**src/rtl/line_sampler_pkg.sv**
```systemverilog
package line_sampler_pkg;

  typedef struct packed {
    logic [1:0] phase;
    logic [1:0] bits;
  } nibble_t;

  typedef struct packed {
    nibble_t kbd;
    nibble_t uart;
  } state_word_t;

  // Implied PS/2 clock level: idle high at phase 0, toggles each change.
  function automatic logic phase_level(input logic [1:0] phase);
    return ~phase[0];
  endfunction

  // Falling changes between start phase s and end phase e.
  // moved separates zero changes from four changes (same phase).
  function automatic logic [1:0] ps2_falls(input logic [1:0] s,
                                           input logic [1:0] e,
                                           input logic moved);
    logic [1:0] d;
    logic [2:0] sum;
    d   = e - s;
    sum = {1'b0, d} + {2'b00, ~s[0]};
    if (!moved) return 2'd0;
    if (d == 2'd0) return 2'd2;
    return sum[2:1];
  endfunction

endpackage

```
**src/rtl/ls_sync.sv**
```systemverilog
module ls_sync #(
  parameter int WIDTH = 3,
  parameter int STAGES = 2,
  parameter logic [WIDTH-1:0] RST_VAL = '1
) (
  input  logic             clk,
  input  logic             rst_n,
  input  logic [WIDTH-1:0] d,
  output logic [WIDTH-1:0] q
);
  logic [WIDTH-1:0] chain [STAGES];

  always_ff @(posedge clk) begin
    if (!rst_n) begin
      for (int i = 0; i < STAGES; i++) chain[i] <= RST_VAL;
    end else begin
      chain[0] <= d;
      for (int i = 1; i < STAGES; i++) chain[i] <= chain[i-1];
    end
  end

  assign q = chain[STAGES-1];
endmodule

```
**src/rtl/ls_ps2_half.sv**
```systemverilog
module ls_ps2_half
  import line_sampler_pkg::*;
(
  input  logic       clk,
  input  logic       rst_n,
  input  logic       line_stb,
  input  logic       cycle_stb,
  input  logic       kclk_s,
  input  logic       kdat_s,
  output logic [1:0] rep_bits,
  output logic [1:0] rep_cnt,
  output logic       rep_vld
);
  nibble_t    cur, nxt;
  logic [1:0] start_q;
  logic       moved_q, moved_n;
  logic       lvl, edge_evt, fall_evt;

  assign lvl      = phase_level(cur.phase);
  assign edge_evt = line_stb && (kclk_s != lvl);
  assign fall_evt = edge_evt && lvl;
  assign moved_n  = moved_q | edge_evt;

  always_comb begin
    nxt = cur;
    if (edge_evt) nxt.phase = cur.phase + 2'd1;
    if (fall_evt) nxt.bits  = {cur.bits[0], kdat_s};
  end

  always_ff @(posedge clk) begin
    if (!rst_n) begin
      cur      <= '0;
      start_q  <= '0;
      moved_q  <= 1'b0;
      rep_bits <= '0;
      rep_cnt  <= '0;
      rep_vld  <= 1'b0;
    end else begin
      cur     <= nxt;
      rep_vld <= cycle_stb;
      if (cycle_stb) begin
        rep_cnt  <= ps2_falls(start_q, nxt.phase, moved_n);
        rep_bits <= nxt.bits;
        start_q  <= nxt.phase;
        moved_q  <= 1'b0;
      end else begin
        rep_cnt  <= 2'd0;
        moved_q  <= moved_n;
      end
    end
  end

  AST_PS2_IDLE_HOLD: assert property (@(posedge clk) disable iff (!rst_n)
    !line_stb |=> $stable(cur.phase));
  AST_PS2_COUNT_LIMIT: assert property (@(posedge clk) disable iff (!rst_n)
    rep_vld |-> rep_cnt <= 2'd2);
  AST_PS2_SHIFT: assert property (@(posedge clk) disable iff (!rst_n)
    fall_evt |=> cur.bits[0] == $past(kdat_s));
  AST_PS2_QUIET: assert property (@(posedge clk) disable iff (!rst_n)
    !rep_vld |-> rep_cnt == 2'd0);
endmodule

```
**src/rtl/ls_rx_half.sv**
```systemverilog
module ls_rx_half
  import line_sampler_pkg::*;
#(
  parameter logic [1:0] SAMPLE_PHASE = 2'd2
) (
  input  logic clk,
  input  logic rst_n,
  input  logic line_stb,
  input  logic rx_s,
  output logic rx_bit,
  output logic rx_vld
);
  // bits[1]: previous line level, bits[0]: latest mid-bit sample
  nibble_t cur, nxt;
  logic    chg, take;

  assign chg = line_stb && (rx_s != cur.bits[1]);

  always_comb begin
    nxt  = cur;
    take = 1'b0;
    if (line_stb) begin
      if (chg) begin
        nxt.phase   = 2'd0;
        nxt.bits[1] = rx_s;
      end else begin
        nxt.phase = cur.phase + 2'd1;
      end
      if (nxt.phase == SAMPLE_PHASE) begin
        nxt.bits[0] = rx_s;
        take        = 1'b1;
      end
    end
  end

  always_ff @(posedge clk) begin
    if (!rst_n) begin
      cur    <= '{phase: 2'd0, bits: 2'b11};
      rx_vld <= 1'b0;
    end else begin
      cur    <= nxt;
      rx_vld <= take;
    end
  end

  assign rx_bit = cur.bits[0];

  AST_RX_RESYNC: assert property (@(posedge clk) disable iff (!rst_n)
    chg |=> cur.phase == 2'd0);
  AST_RX_SAMPLE_PHASE: assert property (@(posedge clk) disable iff (!rst_n)
    rx_vld |-> cur.phase == SAMPLE_PHASE);
  AST_RX_IDLE: assert property (@(posedge clk) disable iff (!rst_n)
    !line_stb |=> !rx_vld);
endmodule

```
**src/rtl/ls_frame_collect.sv**
```systemverilog
module ls_frame_collect #(
  parameter int FRAME_BITS = 11
) (
  input  logic                  clk,
  input  logic                  rst_n,
  input  logic                  in_vld,
  input  logic [1:0]            in_cnt,
  input  logic [1:0]            in_bits,
  output logic [FRAME_BITS-1:0] frame_q,
  output logic                  frame_done
);
  localparam int FW = $clog2(FRAME_BITS + 1);
  localparam logic [FW-1:0] LAST = FW'(FRAME_BITS);
  localparam logic [FW-1:0] ONE  = FW'(1);

  logic [FRAME_BITS-1:0] sh_q, sh_n, out_n;
  logic [FW-1:0]         fill_q, fill_n;
  logic                  done_n;

  always_comb begin
    sh_n   = sh_q;
    fill_n = fill_q;
    out_n  = frame_q;
    done_n = 1'b0;
    if (in_vld && in_cnt != 2'd0) begin
      sh_n   = {(in_cnt == 2'd2) ? in_bits[1] : in_bits[0], sh_n[FRAME_BITS-1:1]};
      fill_n = fill_n + ONE;
      if (fill_n == LAST) begin
        done_n = 1'b1;
        out_n  = sh_n;
        fill_n = '0;
      end
    end
    if (in_vld && in_cnt == 2'd2) begin
      sh_n   = {in_bits[0], sh_n[FRAME_BITS-1:1]};
      fill_n = fill_n + ONE;
      if (fill_n == LAST) begin
        done_n = 1'b1;
        out_n  = sh_n;
        fill_n = '0;
      end
    end
  end

  always_ff @(posedge clk) begin
    if (!rst_n) begin
      sh_q       <= '0;
      fill_q     <= '0;
      frame_q    <= '0;
      frame_done <= 1'b0;
    end else begin
      sh_q       <= sh_n;
      fill_q     <= fill_n;
      frame_q    <= out_n;
      frame_done <= done_n;
    end
  end

  AST_FRAME_CAUSE: assert property (@(posedge clk) disable iff (!rst_n)
    frame_done |-> $past(in_vld));
  AST_FRAME_FILL_RANGE: assert property (@(posedge clk) disable iff (!rst_n)
    fill_q < LAST);
endmodule

```
**src/rtl/line_serial_sampler.sv**
```systemverilog
module line_serial_sampler #(
  parameter int SYNC_STAGES = 2,
  parameter int FRAME_BITS = 11,
  parameter logic [1:0] RX_SAMPLE_PHASE = 2'd2
) (
  input  logic                  clk,
  input  logic                  rst_n,
  input  logic                  line_stb,
  input  logic                  cycle_stb,
  input  logic                  ps2_clk_in,
  input  logic                  ps2_data_in,
  input  logic                  rx_in,
  output logic [1:0]            ps2_bits,
  output logic [1:0]            ps2_count,
  output logic                  ps2_vld,
  output logic [FRAME_BITS-1:0] frame_data,
  output logic                  frame_done,
  output logic                  rx_bit,
  output logic                  rx_vld
);
  localparam int NPINS = 3;

  logic [NPINS-1:0] pins_s;

  ls_sync #(.WIDTH(NPINS), .STAGES(SYNC_STAGES), .RST_VAL({NPINS{1'b1}})) u_sync (
    .clk  (clk),
    .rst_n(rst_n),
    .d    ({ps2_clk_in, ps2_data_in, rx_in}),
    .q    (pins_s)
  );

  ls_ps2_half u_kbd (
    .clk      (clk),
    .rst_n    (rst_n),
    .line_stb (line_stb),
    .cycle_stb(cycle_stb),
    .kclk_s   (pins_s[2]),
    .kdat_s   (pins_s[1]),
    .rep_bits (ps2_bits),
    .rep_cnt  (ps2_count),
    .rep_vld  (ps2_vld)
  );

  ls_frame_collect #(.FRAME_BITS(FRAME_BITS)) u_frame (
    .clk       (clk),
    .rst_n     (rst_n),
    .in_vld    (ps2_vld),
    .in_cnt    (ps2_count),
    .in_bits   (ps2_bits),
    .frame_q   (frame_data),
    .frame_done(frame_done)
  );

  ls_rx_half #(.SAMPLE_PHASE(RX_SAMPLE_PHASE)) u_uart (
    .clk     (clk),
    .rst_n   (rst_n),
    .line_stb(line_stb),
    .rx_s    (pins_s[0]),
    .rx_bit  (rx_bit),
    .rx_vld  (rx_vld)
  );

  AST_FRAME_AFTER_REPORT: assert property (@(posedge clk) disable iff (!rst_n)
    frame_done |-> $past(ps2_count) != 2'd0);
endmodule

```
**config.mk**
```make
export PLATFORM = sky130hd
export DESIGN_NAME = line_serial_sampler
export DESIGN_NICKNAME = d
export VERILOG_FILES = /design/src/rtl/line_sampler_pkg.sv /design/src/rtl/ls_sync.sv /design/src/rtl/ls_ps2_half.sv /design/src/rtl/ls_rx_half.sv /design/src/rtl/ls_frame_collect.sv /design/src/rtl/line_serial_sampler.sv
export SDC_FILE = /design/constraint.sdc
export NUM_CORES = 1
export LEC_CHECK = 0
export ABC_AREA = 1
export CAP_MARGIN = 20
export CORE_MARGIN = 2
export CORE_UTILIZATION = 35
export DETAILED_ROUTE_END_ITERATION = 16
export PLACE_DENSITY = 0.58
export SYNTH_ARGS = -nofsm -noshare
export SYNTH_HDL_FRONTEND = slang
export SYNTH_SLANG_ARGS = --single-unit
export TNS_END_PERCENT = 100
```
**constraint.sdc**
```tcl
create_clock -name clk -period 2.65 [get_ports clk]
set_clock_uncertainty 0.05 [all_clocks]
set_input_delay 0.53 -clock clk [delete_from_list [all_inputs] [get_ports clk]]
set_output_delay 0.53 -clock clk [all_outputs]
set_load 0.005 [all_outputs]
```
==> impl_metrics.json, run 1 <==
{
  "gp_congestion": 0.7728,
  "synth-edff-count": 0,
  "worst_setup_hold_path_clk_slew_ns": 0.09,
  "synth.top_cell.area_share_pct": 42.11,
  "fin_cells": 443,
  "regArea_um2": 988.4,
  "worst_ep_required_time_ns": 2.81,
  "crit_path_max_incr_delay_ns": 0.39,
  "power.ir.vdd_worst_mv": 0.2746,
  "clock-sinks": 49,
  "avgViaCountPerCell": 4.535,
  "power.density_nw_per_um2": 481.5,
  "grt_first_pass_wirelength_um": 8266,
  "port_buffers": 25,
  "whs_path_depth": 1,
  "placement_rows": 29,
  "worst_setup_path_class": "register to register",
  "synthMostInstantiatedCell": "sky130_fd_sc_hd__nand2_1",
  "slew_headroom_pct": 73.46,
  "cts_root_buf": "sky130_fd_sc_hd__clkbuf_8",
  "start_util_pct": 36.48,
  "max_cap_viol_count": 0,
  "crit_arrival_ns": 2.51,
  "syn_nets": 348,
  "final-setup-viol-count": 0,
  "synth-async-reset-ratio_pct": 0,
  "synthAdderAreaFrac_pct": 2.685,
  "drt-total-wl_um": 4727,
  "clock_insertion_delay_worst_skew_ns": 0.30,
  "max_clock_freq_mhz": 424.8,
  "drt-wirelength-per-cell_um": 10.67,
  "worstSetupEndpointType": "register",
  "synth.ff_latch_count": 49,
  "first_global_vias": 1929,
  "worstReg2RegStart": "u_frame.fill_q[0]$_SDFF_PN0_",
  "antenna_found_initial": 0,
  "antenna-diode-count": 0,
  "total_power_mw": 1.351,
  "critical-path-slowest-cell": "sky130_fd_sc_hd__dfxtp_4",
  "grt_start_max_net_pins": 19,
  "synthDominantAreaCellType": "sky130_fd_sc_hd__dfxtp_1",
  "synth_area_per_inst_um2": 6.934,
  "cp.buffers_inverters": 2,
  "cts-hold-fix-buffers": 0,
  "syn_inst": 336,
  "place_hpwl_um": 3411,
  "grt_overflow": 0,
  "worst_hold_path.endpoint": "u_sync.chain[0][5]$_SDFF_PN1_",
  "multi_input_area_um2": 1107,
  "finish.instance_area_um2": 2805,
  "tightestPinTransition_ns": 0.3968,
  "area_of_the_die_um2": 7325,
  "worst_r2r_path_depth": 18,
  "detail_route.first_pass.iterations": 4,
  "seq_area_frac_synth_pct": 42.11,
  "critical_path_start_type": "register",
  "timing.final.crit_period_ns": 2.354,
  "htree_levels": 2,
  "drc": 0,
  "antenna_violating_nets_remaining": 0,
  "synth-compound-area-share_pct": 12.24,
  "crit_path_max_fanout": 10,
  "placed_cells_incl_taps": 435,
  "run_status": "finished, final reports clean",
  "tritoncts": "yes",
  "post_cts.repair.setup_buffers": 0,
  "numCtsBuffers": 5,
  "synth_top_cells_by_count": "sky130_fd_sc_hd__nand2_1 (104), sky130_fd_sc_hd__inv_1 (56), sky130_fd_sc_hd__dfxtp_1 (49), sky130_fd_sc_hd__o21ai_0 (24), sky130_fd_sc_hd__nor2_1 (20)",
  "fraction_of_final_layout_cells_with_drive_strength_greater_than_1_pct": 10.66,
  "chipHeight_um": 85.59,
  "crit_family": "simple AND/OR/NAND/NOR gates",
  "post_synth_instance_area_um2": 2330,
  "dieWidth_um": 85.59,
  "coreArea_um2": 6386,
  "final_nets": 377,
  "fill_cell_count": 689,
  "critPathMostFrequentCell": "sky130_fd_sc_hd__nand2_1",
  "io_pins": 26,
  "leak_pwr_nw": 1.319,
  "r2r_end": "u_frame.frame_q[7]$_SDFF_PN0_",
  "post-route-period-util_pct": 88.83,
  "synth_simple_gate_area_share_pct": 29.05,
  "ys_top_cells_by_area": "sky130_fd_sc_hd__dfxtp_1 (42%), sky130_fd_sc_hd__nand2_1 (17%), sky130_fd_sc_hd__inv_1 (9.0%), sky130_fd_sc_hd__o21ai_0 (5.2%), sky130_fd_sc_hd__a21oi_1 (3.7%)",
  "dominantRegCellSynth": "sky130_fd_sc_hd__dfxtp_1",
  "final_critical_path_setup_slack_ns": 0.2961,
  "maxSlewViolCount": 0,
  "r2r_slack_ns": 0.30,
  "post_synthesis_share_of_cell_area_spent_on_xor_and_xnor_gates_pct": 1.504,
  "yosysUniqueCellTypes": 30,
  "detailedPlace.worstSlack_ns": 0.1453,
  "hold_ws_ns": 0.3710,
  "report.final.hold_viol_count": 0,
  "ys.warnings.count": 0,
  "path_cells": "ha_1, inv_1, nand2_1, nand2_1, nor2_2, nand2_2, nand2_1, nand2_2, ha_1, nand3b_1, nand2_1, nand2_1, nor2_4, nand2_2, nand2_4, nand2_1, nand2_1, inv_1",
  "area_delta_synth_final_pct": 20.41,
  "global_route.usage.total_pct": 14.12,
  "drt-initial-drc-count": 86,
  "cells_resized_by_post_cts_repair": 0,
  "largest_family_of_logic_cells_by_synthesized_area": "simple AND/OR/NAND/NOR gates",
  "timing.hold.worst.start": "u_sync.chain[0][2]$_SDFF_PN1_",
  "worst_hold_path_type": "register to register",
  "post_synth_mux_area_share_pct": 1.289,
  "cts-root-to-sink-buffers": 2,
  "num_vias": 2009,
  "post_dp_cell_area_um2": 2680
}
[worst max-delay path by stage]
stage	cells after the start	from	end	slack [ns]
after floorplan	18	u_frame.fill_q[0]$_SDFF_PN0_	u_frame.frame_q[9]$_SDFF_PN0_	0.46
after global placement	17	u_frame.fill_q[0]$_SDFF_PN0_	u_frame.frame_q[0]$_SDFF_PN0_	0.26
after detailed placement	17	u_frame.fill_q[0]$_SDFF_PN0_	u_frame.frame_q[0]$_SDFF_PN0_	0.15
after CTS	17	u_frame.fill_q[0]$_SDFF_PN0_	u_frame.frame_q[0]$_SDFF_PN0_	0.12
after global routing	18	u_frame.fill_q[0]$_SDFF_PN0_	u_frame.frame_q[1]$_SDFF_PN0_	-0.01
final	18	u_frame.fill_q[0]$_SDFF_PN0_	u_frame.frame_q[7]$_SDFF_PN0_	0.30
[placed cells by master (no fill, tap or decap)]
| cell | instances |
|---|---|
| sky130_fd_sc_hd__nand2_1 | 104 |
| sky130_fd_sc_hd__inv_1 | 56 |
| sky130_fd_sc_hd__dfxtp_1 | 47 |
| sky130_fd_sc_hd__clkdlybuf4s50_1 | 25 |
| sky130_fd_sc_hd__o21ai_0 | 24 |
| sky130_fd_sc_hd__nor2_1 | 20 |
| sky130_fd_sc_hd__a21oi_1 | 17 |
| sky130_fd_sc_hd__or2_2 | 8 |
| sky130_fd_sc_hd__buf_4 | 7 |
| sky130_fd_sc_hd__nand3_1 | 6 |
| sky130_fd_sc_hd__clkbuf_8 | 6 |
| sky130_fd_sc_hd__nand2_2 | 5 |
| sky130_fd_sc_hd__ha_1 | 5 |
| sky130_fd_sc_hd__nand4_1 | 4 |
| sky130_fd_sc_hd__o22ai_1 | 4 |
| sky130_fd_sc_hd__mux2i_1 | 3 |
| sky130_fd_sc_hd__nor2_2 | 2 |
| sky130_fd_sc_hd__nand2_4 | 2 |
| sky130_fd_sc_hd__nor2_4 | 2 |
| sky130_fd_sc_hd__xnor2_1 | 2 |
| sky130_fd_sc_hd__nor3_1 | 2 |
| sky130_fd_sc_hd__a211oi_1 | 2 |
| sky130_fd_sc_hd__xor2_1 | 2 |
| sky130_fd_sc_hd__dfxtp_4 | 2 |
| sky130_fd_sc_hd__o21ai_2 | 1 |
| sky130_fd_sc_hd__nand3b_1 | 1 |
| sky130_fd_sc_hd__nand3_4 | 1 |
| sky130_fd_sc_hd__o211ai_1 | 1 |
| sky130_fd_sc_hd__a21oi_2 | 1 |
| sky130_fd_sc_hd__o21a_1 | 1 |
| sky130_fd_sc_hd__o21bai_1 | 1 |
| sky130_fd_sc_hd__clkinv_4 | 1 |
| sky130_fd_sc_hd__inv_6 | 1 |
[where the power goes]
part           internal, mW  leakage [nW]  total [mW]  switching (mW)
clock                 0.217        0.0518       0.471           0.254
sequential            0.753         0.400       0.765          0.0114
combinational        0.0511         0.867       0.115          0.0636
total                  1.02          1.32        1.35           0.329
[registers in the layout, indices dropped and copies added, names as in the netlist]
| register | count |
|---|---|
| u_kbd.rep_cnt | 2 |
| u_kbd.rep_vld | 1 |
| u_kbd.rep_bits | 2 |
| u_kbd.moved_q | 1 |
| u_frame.frame_done | 1 |
| u_kbd.cur | 4 |
| u_frame.fill_q | 4 |
| u_frame.frame_q | 11 |
| u_uart.rx_bit | 1 |
| u_frame.sh_q | 10 |
| u_uart.cur | 3 |
| u_sync.chain | 6 |
| u_uart.rx_vld | 1 |
| u_kbd.start_q | 2 |
[cell type report]
class	count	share of cell area, %
clock buffer	6	2.944
clock inverter	2	0.6244
inverter	56	7.493
multi-input combinational	221	39.47
sequential	49	35.24
tap	77	3.434
timing repair buffer	32	10.79
[stage by stage]
| step | utilization, % | setup TNS [ns] |
|---|---|---|
| detailed placement | 41.97 | 0 |
| global route | 43.93 | -0.01329 |
| CTS | 43.53 | 0 |
| finish | 43.93 | 0 |
| global placement | 41.97 | 0 |
| floorplan | - | 0 |
[per-layer routing]
metal  track usage [%]  up-vias  share of wire (%)
met5                 0        -                  0
met2             23.22       24                 44
li1                  -     1098                  -
met4             7.359        0                2.1
met3             2.214        7                2.5
met1             17.85      880                 51
[cells by family (layout without fill, tap and decap cells)]
logic type / count (synthesis) / in the layout
mux: 3 / 3
compound gates: 52 / 52
flops: 49 / 49
buf+inv: 66 / 96
fa+ha+maj: 5 / 5
xor+xnor: 4 / 4
simple gates: 157 / 157
No activity file was read; power rests on OpenSTA's default activity.
==> run 2: changes to the inputs <==
--- a/config.mk
+++ b/config.mk
@@ -10,5 +10,7 @@
 export CORE_MARGIN = 2
 export CORE_UTILIZATION = 35
+export CTS_CLUSTER_DIAMETER = 30
 export DETAILED_ROUTE_END_ITERATION = 16
+export GPL_ROUTABILITY_DRIVEN = 0
 export PLACE_DENSITY = 0.58
 export SYNTH_ARGS = -nofsm -noshare
--- a/constraint.sdc
+++ b/constraint.sdc
@@ -3,3 +3,3 @@
 set_input_delay 0.53 -clock clk [delete_from_list [all_inputs] [get_ports clk]]
 set_output_delay 0.53 -clock clk [all_outputs]
-set_load 0.005 [all_outputs]
+set_load 0.01 [all_outputs]
==> results of run 2 <==
The final DEF is identical to that of run 1. Status: finished, final reports clean.
Main changes from that run: total power 1.351 mW -> 1.352 mW; worst IR drop on VDD 0.2746 mV -> 0.2755 mV
